## src/rtl/wdog_pkg.sv

```systemverilog
package wdog_pkg;

    localparam logic [31:0] OFF_COUNT  = 32'h4;
    localparam logic [31:0] OFF_MODE   = 32'h8;
    localparam logic [31:0] OFF_ENABLE = 32'hC;

    localparam logic [31:0] ARM_KEY    = 32'h0000_5AB9;
    localparam logic [31:0] START_CODE = 32'h0000_0003;

    typedef enum logic [1:0] {
        SEL_NONE,
        SEL_COUNT,
        SEL_MODE,
        SEL_ENABLE
    } wdog_sel_e;

    typedef struct packed {
        logic cnt_we;
        logic mode_we;
        logic en_we;
    } wdog_wr_t;

    function automatic wdog_sel_e decode_addr(input logic [31:0] a);
        wdog_sel_e s;
        case (a)
            OFF_COUNT:  s = SEL_COUNT;
            OFF_MODE:   s = SEL_MODE;
            OFF_ENABLE: s = SEL_ENABLE;
            default:    s = SEL_NONE;
        endcase
        return s;
    endfunction

endpackage

```

## src/rtl/wdog_apb_if.sv

```systemverilog
module wdog_apb_if
    import wdog_pkg::*;
#(
    parameter int ADDR_W = 12,
    parameter int DATA_W = 32,
    parameter int CNT_W  = 32
) (
    input  logic              psel,
    input  logic              penable,
    input  logic              pwrite,
    input  logic [ADDR_W-1:0] paddr,
    input  logic [CNT_W-1:0]  cnt_val,
    input  logic [DATA_W-1:0] mode_val,
    input  logic [DATA_W-1:0] en_val,
    output wdog_wr_t          wr,
    output logic [DATA_W-1:0] prdata,
    output logic              pready
);

    localparam int PAD_W = DATA_W - CNT_W;

    wdog_sel_e         sel;
    logic              wr_xfer;
    logic [DATA_W-1:0] cnt_ext;

    assign sel     = decode_addr(32'(paddr));
    assign wr_xfer = psel && penable && pwrite;
    assign pready  = 1'b1;

    // Widen the counter to the bus width for readback.
    generate
        if (PAD_W > 0) begin : g_pad
            assign cnt_ext = {{PAD_W{1'b0}}, cnt_val};
        end else begin : g_nopad
            assign cnt_ext = cnt_val;
        end
    endgenerate

    always_comb begin
        wr.cnt_we  = wr_xfer && (sel == SEL_COUNT);
        wr.mode_we = wr_xfer && (sel == SEL_MODE);
        wr.en_we   = wr_xfer && (sel == SEL_ENABLE);
    end

    always_comb begin
        case (sel)
            SEL_COUNT:  prdata = cnt_ext;
            SEL_MODE:   prdata = mode_val;
            SEL_ENABLE: prdata = en_val;
            default:    prdata = '0;
        endcase
    end

endmodule

```

## src/rtl/wdog_ctrl.sv

```systemverilog
module wdog_ctrl
    import wdog_pkg::*;
#(
    parameter int DATA_W = 32
) (
    input  logic              clk,
    input  logic              rst,
    input  wdog_wr_t          wr,
    input  logic [DATA_W-1:0] wdata,
    input  logic              expire,
    output logic [DATA_W-1:0] mode_q,
    output logic [DATA_W-1:0] en_q,
    output logic              run
);

    localparam logic [DATA_W-1:0] KEY   = DATA_W'(ARM_KEY);
    localparam logic [DATA_W-1:0] START = DATA_W'(START_CODE);

    always_ff @(posedge clk) begin
        if (rst) begin
            mode_q <= '0;
        end else if (wr.mode_we) begin
            mode_q <= wdata;
        end
    end

    // Expiry takes priority over a software enable write.
    always_ff @(posedge clk) begin
        if (rst) begin
            en_q <= '0;
        end else if (expire) begin
            en_q <= '0;
        end else if (wr.en_we) begin
            en_q <= wdata;
        end
    end

    assign run = (en_q == START) && (mode_q == KEY);

endmodule

```

## src/rtl/wdog_cnt.sv

```systemverilog
module wdog_cnt #(
    parameter int DATA_W = 32,
    parameter int CNT_W  = 32
) (
    input  logic              clk,
    input  logic              rst,
    input  logic              load,
    input  logic [DATA_W-1:0] wdata,
    input  logic              run,
    output logic [CNT_W-1:0]  cnt_q,
    output logic              expire,
    output logic              rst_req
);

    logic at_zero;

    assign at_zero = (cnt_q == '0);
    // A reload in the same cycle rescues the system.
    assign expire  = run && at_zero && !load;

    always_ff @(posedge clk) begin
        if (rst) begin
            cnt_q <= '0;
        end else if (load) begin
            cnt_q <= wdata[CNT_W-1:0];
        end else if (run && !at_zero) begin
            cnt_q <= cnt_q - 1'b1;
        end
    end

    always_ff @(posedge clk) begin
        if (rst) begin
            rst_req <= 1'b0;
        end else begin
            rst_req <= expire;
        end
    end

endmodule

```

## src/rtl/apb_wdog.sv

```systemverilog
module apb_wdog
    import wdog_pkg::*;
#(
    parameter int ADDR_W = 12,
    parameter int DATA_W = 32,
    parameter int CNT_W  = 32
) (
    input  logic              clk,
    input  logic              rst,
    input  logic              psel,
    input  logic              penable,
    input  logic              pwrite,
    input  logic [ADDR_W-1:0] paddr,
    input  logic [DATA_W-1:0] pwdata,
    output logic [DATA_W-1:0] prdata,
    output logic              pready,
    output logic              rst_req
);

    wdog_wr_t          wr;
    logic [CNT_W-1:0]  cnt_q;
    logic [DATA_W-1:0] mode_q;
    logic [DATA_W-1:0] en_q;
    logic              run;
    logic              expire;

    wdog_apb_if #(.ADDR_W(ADDR_W), .DATA_W(DATA_W), .CNT_W(CNT_W)) u_if (
        .psel     (psel),
        .penable  (penable),
        .pwrite   (pwrite),
        .paddr    (paddr),
        .cnt_val  (cnt_q),
        .mode_val (mode_q),
        .en_val   (en_q),
        .wr       (wr),
        .prdata   (prdata),
        .pready   (pready)
    );

    wdog_ctrl #(.DATA_W(DATA_W)) u_ctrl (
        .clk    (clk),
        .rst    (rst),
        .wr     (wr),
        .wdata  (pwdata),
        .expire (expire),
        .mode_q (mode_q),
        .en_q   (en_q),
        .run    (run)
    );

    wdog_cnt #(.DATA_W(DATA_W), .CNT_W(CNT_W)) u_cnt (
        .clk     (clk),
        .rst     (rst),
        .load    (wr.cnt_we),
        .wdata   (pwdata),
        .run     (run),
        .cnt_q   (cnt_q),
        .expire  (expire),
        .rst_req (rst_req)
    );

endmodule

```

## config.mk

```make
export PLATFORM = sky130hd
export DESIGN_NAME = apb_wdog
export DESIGN_NICKNAME = d
export VERILOG_FILES = /design/src/rtl/wdog_pkg.sv /design/src/rtl/wdog_apb_if.sv /design/src/rtl/wdog_ctrl.sv /design/src/rtl/wdog_cnt.sv /design/src/rtl/apb_wdog.sv
export SDC_FILE = /design/constraint.sdc
export NUM_CORES = 1
export LEC_CHECK = 0
export BUFFER_PORTS_ARGS = -buffer_cell sky130_fd_sc_hd__buf_4
export CORE_MARGIN = 2
export CORE_UTILIZATION = 40
export DETAILED_ROUTE_END_ITERATION = 8
export GPL_ROUTABILITY_DRIVEN = 0
export SLEW_MARGIN = 0
export SYNTH_ARGS = -nofsm -noshare
export SYNTH_HDL_FRONTEND = slang
export SYNTH_SLANG_ARGS = --single-unit
```

## constraint.sdc

```tcl
create_clock -name clk -period 2.8 [get_ports clk]
set_clock_uncertainty 0.05 [all_clocks]
set_input_delay 0.28 -clock clk [delete_from_list [all_inputs] [get_ports clk]]
set_output_delay 0.28 -clock clk [all_outputs]
set_load 0.02 [all_outputs]
```

# Word level (Yosys, flattened, before mapping)
# Cells that the tools add are included.
# totals
regBits	97
latchBits	0
ram_bits	0
romBits	0
input_bits	49
elab_cells	31
n_memories	0
# op_classes
addsub	1
n_mul	0
div_mod_pow	0
order_cmp	0
n_eq_ne	8
shift	0
n_mux	4
n_bitwise	0
reduce_logical	14
# op_table
operator	count
one-hot mux 32 bit (3 select lines)	1
2-to-1 mux 32 bit	2
equality test 32 x 15 -> 1 bit (second input constant)	1
equality test 32 x 2 -> 1 bit (second input constant)	1
logical NOT 32 bit	1
subtractor 32 x 1 -> 32 bit (second input constant)	1
equality test 12 x 4 -> 1 bit (second input constant)	2
equality test 12 x 3 -> 1 bit (second input constant)	1
logical AND 1 bit	9
one-hot mux 2 bit (3 select lines)	1
equality test 2 bit (second input constant)	2
equality test 2 x 1 -> 1 bit (second input constant)	1
logical NOT 1 bit	2
nonzero test 2 bit	1
OR reduction 2 bit	1

# Longest topological paths before layout
# Gate-level depths: netlist of run 1.
# logic_depth
ltp_word	7
ltp_mapped	9

# Hierarchy
# A second synthesis of run 1 with hierarchy kept.
# unflattened
cells_unflattened	600
area_unflattened_um2	5422.7
# by_module_without_submodules
module	n_inst	cells_each	area_each_um2
wdog_ctrl	1	230	2466.1
wdog_cnt	1	246	2050.7
wdog_apb_if	1	124	905.9

# Worst setup path after synthesis of run 1
# OpenSTA, ideal clock, no wires.
# synth_path
kind	reg2reg
start	register u_ctrl.mode_q[1]
end	register u_cnt.cnt_q[22]
setup_ns	0.091
arrival_ns	2.167
t_required_ns	2.659
path_slack_ns	0.492
path_stages_with_launch	8
path_buffers	1
synth_period_minus_slack_ns	2.308
path_cell_list	dfxtp_1 -> nor4_2 -> nand4_1 -> or4_4 -> buf_6 -> a311o_1 -> or3_1 -> a311oi_1
# synth_via
elab_chain_len	4
# synth_lines
item	line_no	source
start, declared	wdog_ctrl.sv:11	output logic [DATA_W-1:0] mode_q,
start signal, assigned	wdog_ctrl.sv:23	mode_q <= wdata;
equality test 32 x 15 -> 1 bit	wdog_ctrl.sv:38	assign run = (en_q == START) && (mode_q == KEY);
logical AND 1 bit	wdog_ctrl.sv:38	
logical AND 1 bit	wdog_cnt.sv:26	end else if (run && !at_zero) begin
nonzero test 2 bit (no line)	-	
end signal, assigned	wdog_cnt.sv:25	cnt_q <= wdata[CNT_W-1:0];
end signal, assigned	wdog_cnt.sv:27	cnt_q <= cnt_q - 1'b1;
end, declared	wdog_cnt.sv:10	output logic [CNT_W-1:0] cnt_q,
# Every way passes these cells.
# A chain may end at the register's enable or synchronous reset.

# Worst setup path after layout of run 1
# layout_path
start	register u_ctrl.mode_q[20]
end	register u_cnt.cnt_q[9]
# Same word-level chain as after synthesis.

==> metrics.yaml, run 1 <==
status: "complete, no violations"
drtIter0Drc: 332
synth.top_cell.area_share_pct: 37.9
worst_slew_pin_slew_ns: 0.535
synth_top_cell_by_area: "dfxtp_1"
grt_pass1_wl_um: 26300
intPower_mw: 2.25
path_class: "reg -> reg"
cts_tree: "yes"
cts_buffers: 9
clock-sinks: 97
cp.required_ns: 3.02
drive_gt1_share_pct: 22.9
num-nets-final: 772
start_util_pct: 40.8
dp_cells: 882
max-vdd-ir-drop_v: 0.000359
seqPwrFrac_pct: 47.9
fp.dieW_um: 117
synth_nets: 709
start_kind: "flip-flop"
utilization_pct: 49.7
synth_warnings: 0
arrival_ns: 2.89
path_clk_slew_ns: 0.07
drv_slew: 0
place_ws_ns: 0.135
cts_buffer_depth: 2
core_area_sq_um: 12600
syn2layout_area_growth_pct: 21.9
dr_total_vias: 5107
crit_chain: "nor4_1, nand4_1, or4_4, buf_4, nor3_1, nand3b_1, a311oi_1"
rsz0062_at_grt: "false"
grt_max_degree: 47
worstPathMaxFanout: 13
grt_pass1_vias: 4854
post-route-min-period_ns: 2.68
root_buffer: "clkbuf_16"
diodes: 0
cpLargestDelayFamily: "simple AND/OR/NAND/NOR gates"
post_cts.repair.setup_buffers: 0
synth-edff-count: 0
synth-seq-cells: 97
hold_viol_final: 0
drc_errors: 0
fin_area_sq_um: 6250
synth_area_sq_um: 5130
htree_num_levels: 3
port-buffer-count: 81
synth_common_cells: "nand2_1, dfxtp_1, nor2_1"
setup_violations: 0
dr.pass1.iters: 5
comb_power_share_pct: 5.2
final_cells: 898
wl_um: 16800
die_h_um: 117
cpMaxStageDelayCell: "or4_4"
detail-route-antenna-nets: 0
fin_hold_ws_ns: 0.141
syn_inst: 658
synth_area_leaders: "dfxtp_1, nand2_1, mux2_2, a21oi_1, nor2_1"
avgRoutedWirePerCell_um: 18.7
switchingPower_mw: 0.631
synth.most_common_cell: "nand2_1"
cp.buffers_inverters: 1
ys_seq_area_share_pct: 37.9
finalCritPeriodShare_pct: 95.6
pwr_density_cell_nw_per_um2: 460
dp_hpwl_um: 11900
fin_ws_ns: 0.123
max_freq_mhz: 374
cp_slowest_stage_delay_ns: 0.54
cp-end-kind: "flip-flop"
setup_tns_ns: 0
clkPwrFrac_pct: 46.9
synthFlopType: "dfxtp_1"
dpl-instance-area_sq_um: 5920
avgSynthCellArea_sq_um: 7.79
power.leakage_nw: 2.26
antenna_found_initial: 0
synth_cell_types: 52
fp-row-count: 41
num-fill-cells: 1247
grt_overflow: 0
async_reset_ff_share_pct: 0
p_total_mw: 2.88
slew_headroom_pct: 64.3
clock_latency_ns: 0.35
sw_frac_of_total_pct: 21.9
maxCapViolCount: 0
dieArea_sq_um: 13700
io_pins: 83
track_usage_pct: 25.2
hold_class: "in -> reg"
via_per_inst: 5.69
[routing by layer]
layer	share of wire (%)	wire [um]	track usage, %	up-vias
met5	0	0	0	-
met4	2.3	385	7.76	0
met3	5.9	1000	5.72	31
met2	50	8400	43.9	177
met1	42	7040	31.0	2453
li1	-	-	-	2446
[what timing repair did]
action	4_1_cts	5_1_grt
hold buffers	0	0
hold endpoints to repair	0	0
resized for setup	0	1
setup endpoints to repair	0	10
[worst paths after layout]
check	from	end	slack (ns)	cells past startpoint
setup / recovery	u_ctrl.mode_q[20]	u_cnt.cnt_q[9]	0.12	7
hold / removal	pwdata[4]	u_ctrl.mode_q[4]	0.14	3
hold reg to reg	u_ctrl.en_q[23]	u_ctrl.en_q[23]	0.41	2
setup reg to reg	u_ctrl.mode_q[20]	u_cnt.cnt_q[9]	0.12	7
[final cells by class]
class | count | area [sq um] | share of cell area (%)
multi-input combinational | 505 | 2960 | 47.4
sequential | 97 | 1940 | 31.1
timing repair buffer | 104 | 793 | 12.7
clock buffer | 11 | 243 | 3.88
tap | 172 | 215 | 3.44
clock inverter | 5 | 78.8 | 1.26
inverter | 4 | 15.0 | 0.240
[power groups by stage]
stage,clock network (mW),registers [mW],logic [mW]
2_1_floorplan,0,1.41,0.0532
3_3_place_gp,0,1.41,0.145
3_5_place_dp,0,1.41,0.146
4_1_cts,1.37,1.38,0.147
5_1_grt,1.43,1.38,0.157
6_report,1.35,1.38,0.149
[cell families (layout without fill, tap and decap cells)]
family          after synthesis  in the layout  synth area share (%)
fa+ha+maj                     2              2                 0.488
xor+xnor                     27             27                  4.61
compound gates              138            138                  17.0
simple gates                305            305                  28.5
buf+inv                      56            124                  4.51
other cells                   1              1                0.0731
flops                        97             97                  37.9
mux                          32             32                  6.98
[layout by cell type, fill, tap and decap left out, drive strengths merged, types with 4 or more instances in the layout]
cell type,n
a21oi,66
or3,5
nand4,4
xnor2,24
nand3,9
or4,4
dfxtp,97
inv,4
clkbuf,11
mux2,30
nor4,26
buf,104
nand2,137
nor2,73
a22oi,32
nand3b,4
a211oi,27
nor3,15
[flip-flops by register name, indices dropped and copies added, names as in the netlist]
register and flops:
u_cnt.rst_req 1, u_ctrl.mode_q 32, u_cnt.cnt_q 32, u_ctrl.en_q 32
[worst min-delay path: stages]
cell     delay [ns]
buf_4          0.12
nand2_1        0.05
a21oi_1        0.05
Note: power is estimated with default switching activity, not from simulation.
==> run 2, diff against run 1 <==
--- a/config.mk
+++ b/config.mk
@@ -7,7 +7,8 @@
 export LEC_CHECK = 0
 export BUFFER_PORTS_ARGS = -buffer_cell sky130_fd_sc_hd__buf_4
 export CORE_MARGIN = 2
-export CORE_UTILIZATION = 40
+export CORE_UTILIZATION = 30
+export CTS_BUF_LIST = sky130_fd_sc_hd__clkbuf_4 sky130_fd_sc_hd__clkbuf_8
 export DETAILED_ROUTE_END_ITERATION = 8
 export GPL_ROUTABILITY_DRIVEN = 0
 export SLEW_MARGIN = 0
==> run 2 against run 1 <==
Net effect: maximum frequency is 2.5% higher; cell area is essentially flat; register-to-register slack better by 0.06 ns; clock power fell by 29%; setup slack better by 0.065 ns; utilization decreased by 12 points; combinational power hardly changed; highest routed layer unchanged.
==> metrics.yaml, run 2 (same netlist as run 1, synthesis figures left out) <==
cpMaxStageDelayCell: "or4_4"
max_freq_mhz: 383  # +2.5%
maxCapViolCount: 0  # unchanged
power.leakage_nw: 2.24  # -1.1%
comb_power_share_pct: 6.1  # +0.9 points
syn2layout_area_growth_pct: 21.8  # about the same
track_usage_pct: 18.8  # -6.4 points
wl_um: 16900  # +0.23%
dp_cells: 938  # +6.3%
num-fill-cells: 1756  # +41%
setup_violations: 0  # unchanged
dp_hpwl_um: 12100  # +2.1%
core_area_sq_um: 16600  # +32%
rsz0062_at_grt: "false"
whs_path_depth: 3  # unchanged
cts_buffers: 9  # unchanged
top_regs: "u_cnt.cnt_q (32), u_ctrl.en_q (32), u_ctrl.mode_q (32)"
cp.required_ns: 3.04  # +0.02 ns
clkPwrFrac_pct: 38.4  # -8.5 points
arrival_ns: 2.85  # -0.04 ns
detail-route-antenna-nets: 0  # unchanged
slew_headroom_pct: 63.1  # -1.1 points
r2r_cells: 7  # unchanged
antenna_found_initial: 0  # unchanged
worst_slew_pin_slew_ns: 0.548  # +0.0127 ns
via_per_inst: 5.31  # -6.7%
final_cell_mix: "nand2_1, buf_4, dfxtp_1"
dr_total_vias: 5062  # -0.88%
setup_tns_ns: 0  # unchanged
fp.dieW_um: 135  # +15%
intPower_mw: 1.87  # -17%
fin_hold_ws_ns: 0.114  # -0.0273 ns
clock_latency_ns: 0.38  # +0.03 ns
crit_chain: "or4_4, nor4b_2, and4bb_2, buf_4, nor4b_1, xnor2_1, a211oi_1"
dpl-instance-area_sq_um: 6040  # +2.0%
root_buffer: "clkbuf_8"
multi_input_area_sq_um: 2960  # unchanged
diodes: 0  # unchanged
grt_pass1_vias: 4813  # -0.84%
drc_errors: 0  # unchanged
drtIter0Drc: 434  # +31%
clock-sinks: 97  # unchanged
sw_frac_of_total_pct: 24.8  # +2.9 points
cts_tree: "yes"
start_kind: "flip-flop"
fin_area_sq_um: 6250  # about the same
switchingPower_mw: 0.615  # -2.5%
drv_slew: 0  # unchanged
path_class: "reg -> reg"
p_total_mw: 2.48  # -14%
hold_viol_final: 0  # unchanged
final_common_cell: "nand2_1"
dr.pass1.iters: 5  # unchanged
post-route-min-period_ns: 2.61  # -0.0649 ns
start_util_pct: 30.8  # -10 points
cp_slowest_stage_delay_ns: 0.58  # +0.04 ns
grt_overflow: 0  # unchanged
seqPwrFrac_pct: 55.5  # +7.6 points
io_pins: 83  # unchanged
cts_buffer_depth: 2  # unchanged
grt_max_degree: 42  # -11%
drive_gt1_share_pct: 23.8  # +0.98 points
max-vdd-ir-drop_v: 0.000268  # -25%
worstPathMaxFanout: 12  # -1
status: "complete, no violations"
htree_num_levels: 3  # unchanged
port-buffer-count: 81  # unchanged
regArea_sq_um: 1940  # unchanged
post_cts.repair.setup_buffers: 0  # unchanged
fp-row-count: 47  # +15%
finalCritPeriodShare_pct: 93.3  # -2.3 points
cp-end-kind: "flip-flop"
final_cells: 954  # +6.2%
path_clk_slew_ns: 0.10  # +0.03 ns
num-nets-final: 780  # +1.0%
pwr_density_cell_nw_per_um2: 397  # -14%
die_h_um: 135  # +15%
dieArea_sq_um: 18200  # +32%
hold_class: "in -> reg"
grt_pass1_wl_um: 26900  # +2.4%
avgRoutedWirePerCell_um: 17.7  # -5.7%
==> run 2: cell types whose count changed in the layout (fill, tap and decap cells not counted) <==
cell / delta
clkinvlp_4: +1
buf_4: +8
inv_6: +2
clkbuf_1: -1
clkinv_4: -1
clkbuf_4: +1
clkbuf_16: -9
bufinv_16: -1
clkbuf_8: +8
==> run 2: cell type report <==
class                           count  area share [%]
Clock buffer                       10            2.10
Timing Repair Buffer              112            13.7
Inverter                            4           0.240
Multi-Input combinational cell    505            47.5
Clock inverter                      6            1.04
Tap cell                          220            4.41
Sequential cell                    97            31.1
==> run 2: stage by stage <==
stage | setup slack (ns) | util, %
6_report | 0.188 | 37.5
5_1_grt | 0.0222 | 37.5
3_3_place_gp | 0.154 | 36.3
4_1_cts | 0.0717 | 37.5
2_1_floorplan | 0.492 | -
3_5_place_dp | 0.119 | 36.3
==> run 2: power groups by stage <==
stage / registers [mW] / clock network, mW / logic [mW]
floorplan: 1.41 / 0 / 0.0532
global placement: 1.41 / 0 / 0.151
detailed placement: 1.41 / 0 / 0.149
CTS: 1.38 / 0.962 / 0.150
global route: 1.38 / 1.02 / 0.159
finish: 1.38 / 0.953 / 0.151
==> run 2: per-layer routing <==
| layer | vias to the layer above | track usage [%] | share of wire, % |
|---|---|---|---|
| met5 | - | 0 | 0 |
| met2 | 183 | 30.2 | 45 |
| met1 | 2400 | 26.8 | 48 |
| li1 | 2463 | - | - |
| met4 | 0 | 3.68 | 1.1 |
| met3 | 16 | 2.93 | 5.7 |
==> run 2: critical path: cells and delay by family (launching register included) <==
kind,cells,cell delay (ns)
flip-flops,1,0.38
AO/OA/AOI/OAI,1,0.23
buffers and inverters,1,0.22
XOR/XNOR,1,0.15
AND/OR/NAND/NOR,4,1.50
==> run 2: worst paths after layout <==
kind                   startpoint          endpoint  slack [ns]
setup / recovery  u_cnt.cnt_q[12]   u_cnt.cnt_q[27]        0.19
hold / removal          pwdata[0]  u_ctrl.mode_q[0]        0.11
setup reg to reg  u_cnt.cnt_q[12]   u_cnt.cnt_q[27]        0.19
hold reg to reg    u_ctrl.en_q[3]    u_ctrl.en_q[3]        0.42
==> run 2: timing repair <==
| item | 4_1_cts | 5_1_grt |
|---|---|---|
| resized for setup | 0 | 1 |
| endpoints found under the setup margin | 0 | 3 |
| hold buffers | 0 | 0 |
==> run 3, diff against run 2 <==
--- a/config.mk
+++ b/config.mk
@@ -6,7 +6,7 @@
 export NUM_CORES = 1
 export LEC_CHECK = 0
 export BUFFER_PORTS_ARGS = -buffer_cell sky130_fd_sc_hd__buf_4
-export CORE_MARGIN = 2
+export CORE_MARGIN = 1.5
 export CORE_UTILIZATION = 30
 export CTS_BUF_LIST = sky130_fd_sc_hd__clkbuf_4 sky130_fd_sc_hd__clkbuf_8
 export DETAILED_ROUTE_END_ITERATION = 8
==> run 3 against run 2 <==
Net effect: utilization decreased by 0.25 points; routed wire length decreased by 1.1%; die area decreased by 1.5%; clock power decreased by 9.0%; power decreased by 3.6%; first-iteration DRC count decreased by 23%; count of clock-buffer cells in the layout increased by 1; register-to-register slack got worse by 0.03 ns; combinational power about the same; via count decreased by 0.91%; sequential share of layout area increased by 0.21 points; setup slack got worse by 0.030 ns.
==> metrics.yaml, run 3 (same netlist as run 1, synthesis figures left out) <==
diodes: 0  # unchanged
intPower_mw: 1.79  # -4.0%
num-nets-final: 776  # -0.51%
grt_max_degree: 44  # +4.8%
max-vdd-ir-drop_v: 0.000206  # -23%
via_per_inst: 5.29  # -0.39%
start_util_pct: 30.8  # unchanged
antenna_found_initial: 0  # unchanged
switchingPower_mw: 0.602  # -2.2%
grt_pass1_vias: 4928  # +2.4%
crit_chain: "nor4bb_2, nand4_1, or4_4, or4_1, xor2_1, a211oi_1"
finalCritPeriodShare_pct: 94.3  # +1.1 points
path_clk_slew_ns: 0.10  # about the same
wl_um: 16700  # -1.1%
root_buffer: "clkbuf_8"
final_common_cell: "nand2_1"
path_class: "reg -> reg"
worstPathMaxFanout: 7  # -5
avgRoutedWirePerCell_um: 17.6  # -0.58%
cts_buffer_depth: 2  # unchanged
worst_slew_pin_slew_ns: 0.526  # -0.0224 ns
max_freq_mhz: 379  # -1.1%
clock_latency_ns: 0.38  # about the same
cpLargestDelayFamily: "simple AND/OR/NAND/NOR gates"
rsz0062_at_grt: "false"
syn2layout_area_growth_pct: 21.0
pwr_density_cell_nw_per_um2: 386  # -2.9%
hold_class: "in -> reg"
port-buffer-count: 81  # unchanged
seqPwrFrac_pct: 57.6  # +2.1 points
num-fill-cells: 1751  # -0.28%
detail-route-antenna-nets: 0  # unchanged
htree_num_levels: 3  # unchanged
clock-sinks: 97  # unchanged
arrival_ns: 2.90  # +0.05 ns
comb_power_share_pct: 6.2  # about the same
cp.buffers_inverters: 0  # -1
drv_slew: 0  # unchanged
sw_frac_of_total_pct: 25.1  # +0.35 points
dr.pass1.iters: 5  # unchanged
utilization_pct: 37.3  # -0.25 points
cp-end-kind: "flip-flop"
dr_total_vias: 5016  # -0.91%
cpMaxStageDelayCell: "or4_1"
grt_overflow: 0  # unchanged
fin_ws_ns: 0.158  # -0.0297 ns
drive_gt1_share_pct: 23.9  # +0.026 points
drtIter0Drc: 333  # -23%
cp_slowest_stage_delay_ns: 0.60  # +0.02 ns
maxCapViolCount: 0  # unchanged
fp-row-count: 47  # unchanged
clkPwrFrac_pct: 36.2  # -2.2 points
power.leakage_nw: 2.20  # -1.6%
track_usage_pct: 19.0  # +0.14 points
setup_tns_ns: 0  # unchanged
die_h_um: 134  # -0.74%
top_regs: "u_cnt.cnt_q (32), u_ctrl.en_q (32), u_ctrl.mode_q (32)"
status: "complete, no violations"
cts_tree: "yes"
setup_violations: 0  # unchanged
start_kind: "flip-flop"
post_cts.repair.setup_buffers: 0  # unchanged
p_total_mw: 2.39  # -3.6%
io_pins: 83  # unchanged
grt_pass1_wl_um: 26800  # -0.54%
place_ws_ns: 0.0272  # -0.0916 ns
final_cell_mix: "nand2_1, buf_4, dfxtp_1"
core_area_sq_um: 16600  # unchanged
dieArea_sq_um: 17900  # -1.5%
fin_hold_ws_ns: 0.105  # -0.00948 ns
cp.required_ns: 3.06  # +0.02 ns
hold_buffers: 0  # unchanged
slew_headroom_pct: 64.9  # +1.8 points
fp.dieW_um: 134  # -0.74%
drc_errors: 0  # unchanged
dp_hpwl_um: 11900  # -1.7%
post-route-min-period_ns: 2.64  # +0.0297 ns
cts_buffers: 9  # unchanged
hold_viol_final: 0  # unchanged
==> run 3: cell types whose count changed in the layout (fill, tap and decap cells not counted), sizes merged <==
cell	delta
clkbuf	+1
inv	-1
clkinv	-1
clkinvlp	+1
buf	-4
bufinv	-1
==> run 3: metrics by stage <==
step / cells / cell area, sq um
floorplan: 658 / 5130
global placement: 934 / 6000
detailed placement: 934 / 6000
CTS: 949 / 6180
global route: 949 / 6200
finish: 949 / 6200
==> run 3: cell type report <==
type	instances	area, sq um	area share [%]
flip-flops and latches	97	1940	31.3
clock buffers	11	145	2.34
well taps	220	275	4.44
multi-input cells	505	2990	48.2
inverters	4	15.0	0.242
clock inverters	4	28.8	0.464
repair buffers	108	811	13.1
==> run 3: path summary, 6_finish.rpt <==
path / slack, ns / startpoint / depth (start not counted) / endpoint
worst max-delay path: 0.16 / u_ctrl.mode_q[11] / 6 / u_cnt.cnt_q[12]
worst min-delay path: 0.10 / pwdata[17] / 3 / u_ctrl.mode_q[17]
worst max register to register: 0.16 / u_ctrl.mode_q[11] / 6 / u_cnt.cnt_q[12]
worst min register to register: 0.42 / u_ctrl.en_q[3] / 2 / u_ctrl.en_q[3]
==> run 3: routing by layer <==
layer,track usage (%),part of all wire (%)
met1,25.8,47
met2,30.8,46
met3,3.88,6.0
met4,4.29,1.2
met5,0,0
==> run 3: tightest hold or removal path, delay by kind of cell <==
| kind | cells | cell delay (ns) |
|---|---|---|
| buffers and inverters | 1 | 0.12 |
| AO/OA/AOI/OAI | 1 | 0.05 |
| AND/OR/NAND/NOR | 1 | 0.05 |
==> run 3: timing repair <==
item                                    CTS  global route
pin swaps                                 0             0
gates resized for setup                   1             4
endpoints found under the setup margin    1             8
==> run 3: power by group through the flow <==
stage	sequential [mW]	clock (mW)	combinational, mW
after detailed placement	1.41	0	0.147
after global placement	1.41	0	0.148
after floorplan	1.41	0	0.0532
after CTS	1.38	0.881	0.148
final	1.38	0.867	0.149
after global routing	1.38	0.938	0.158
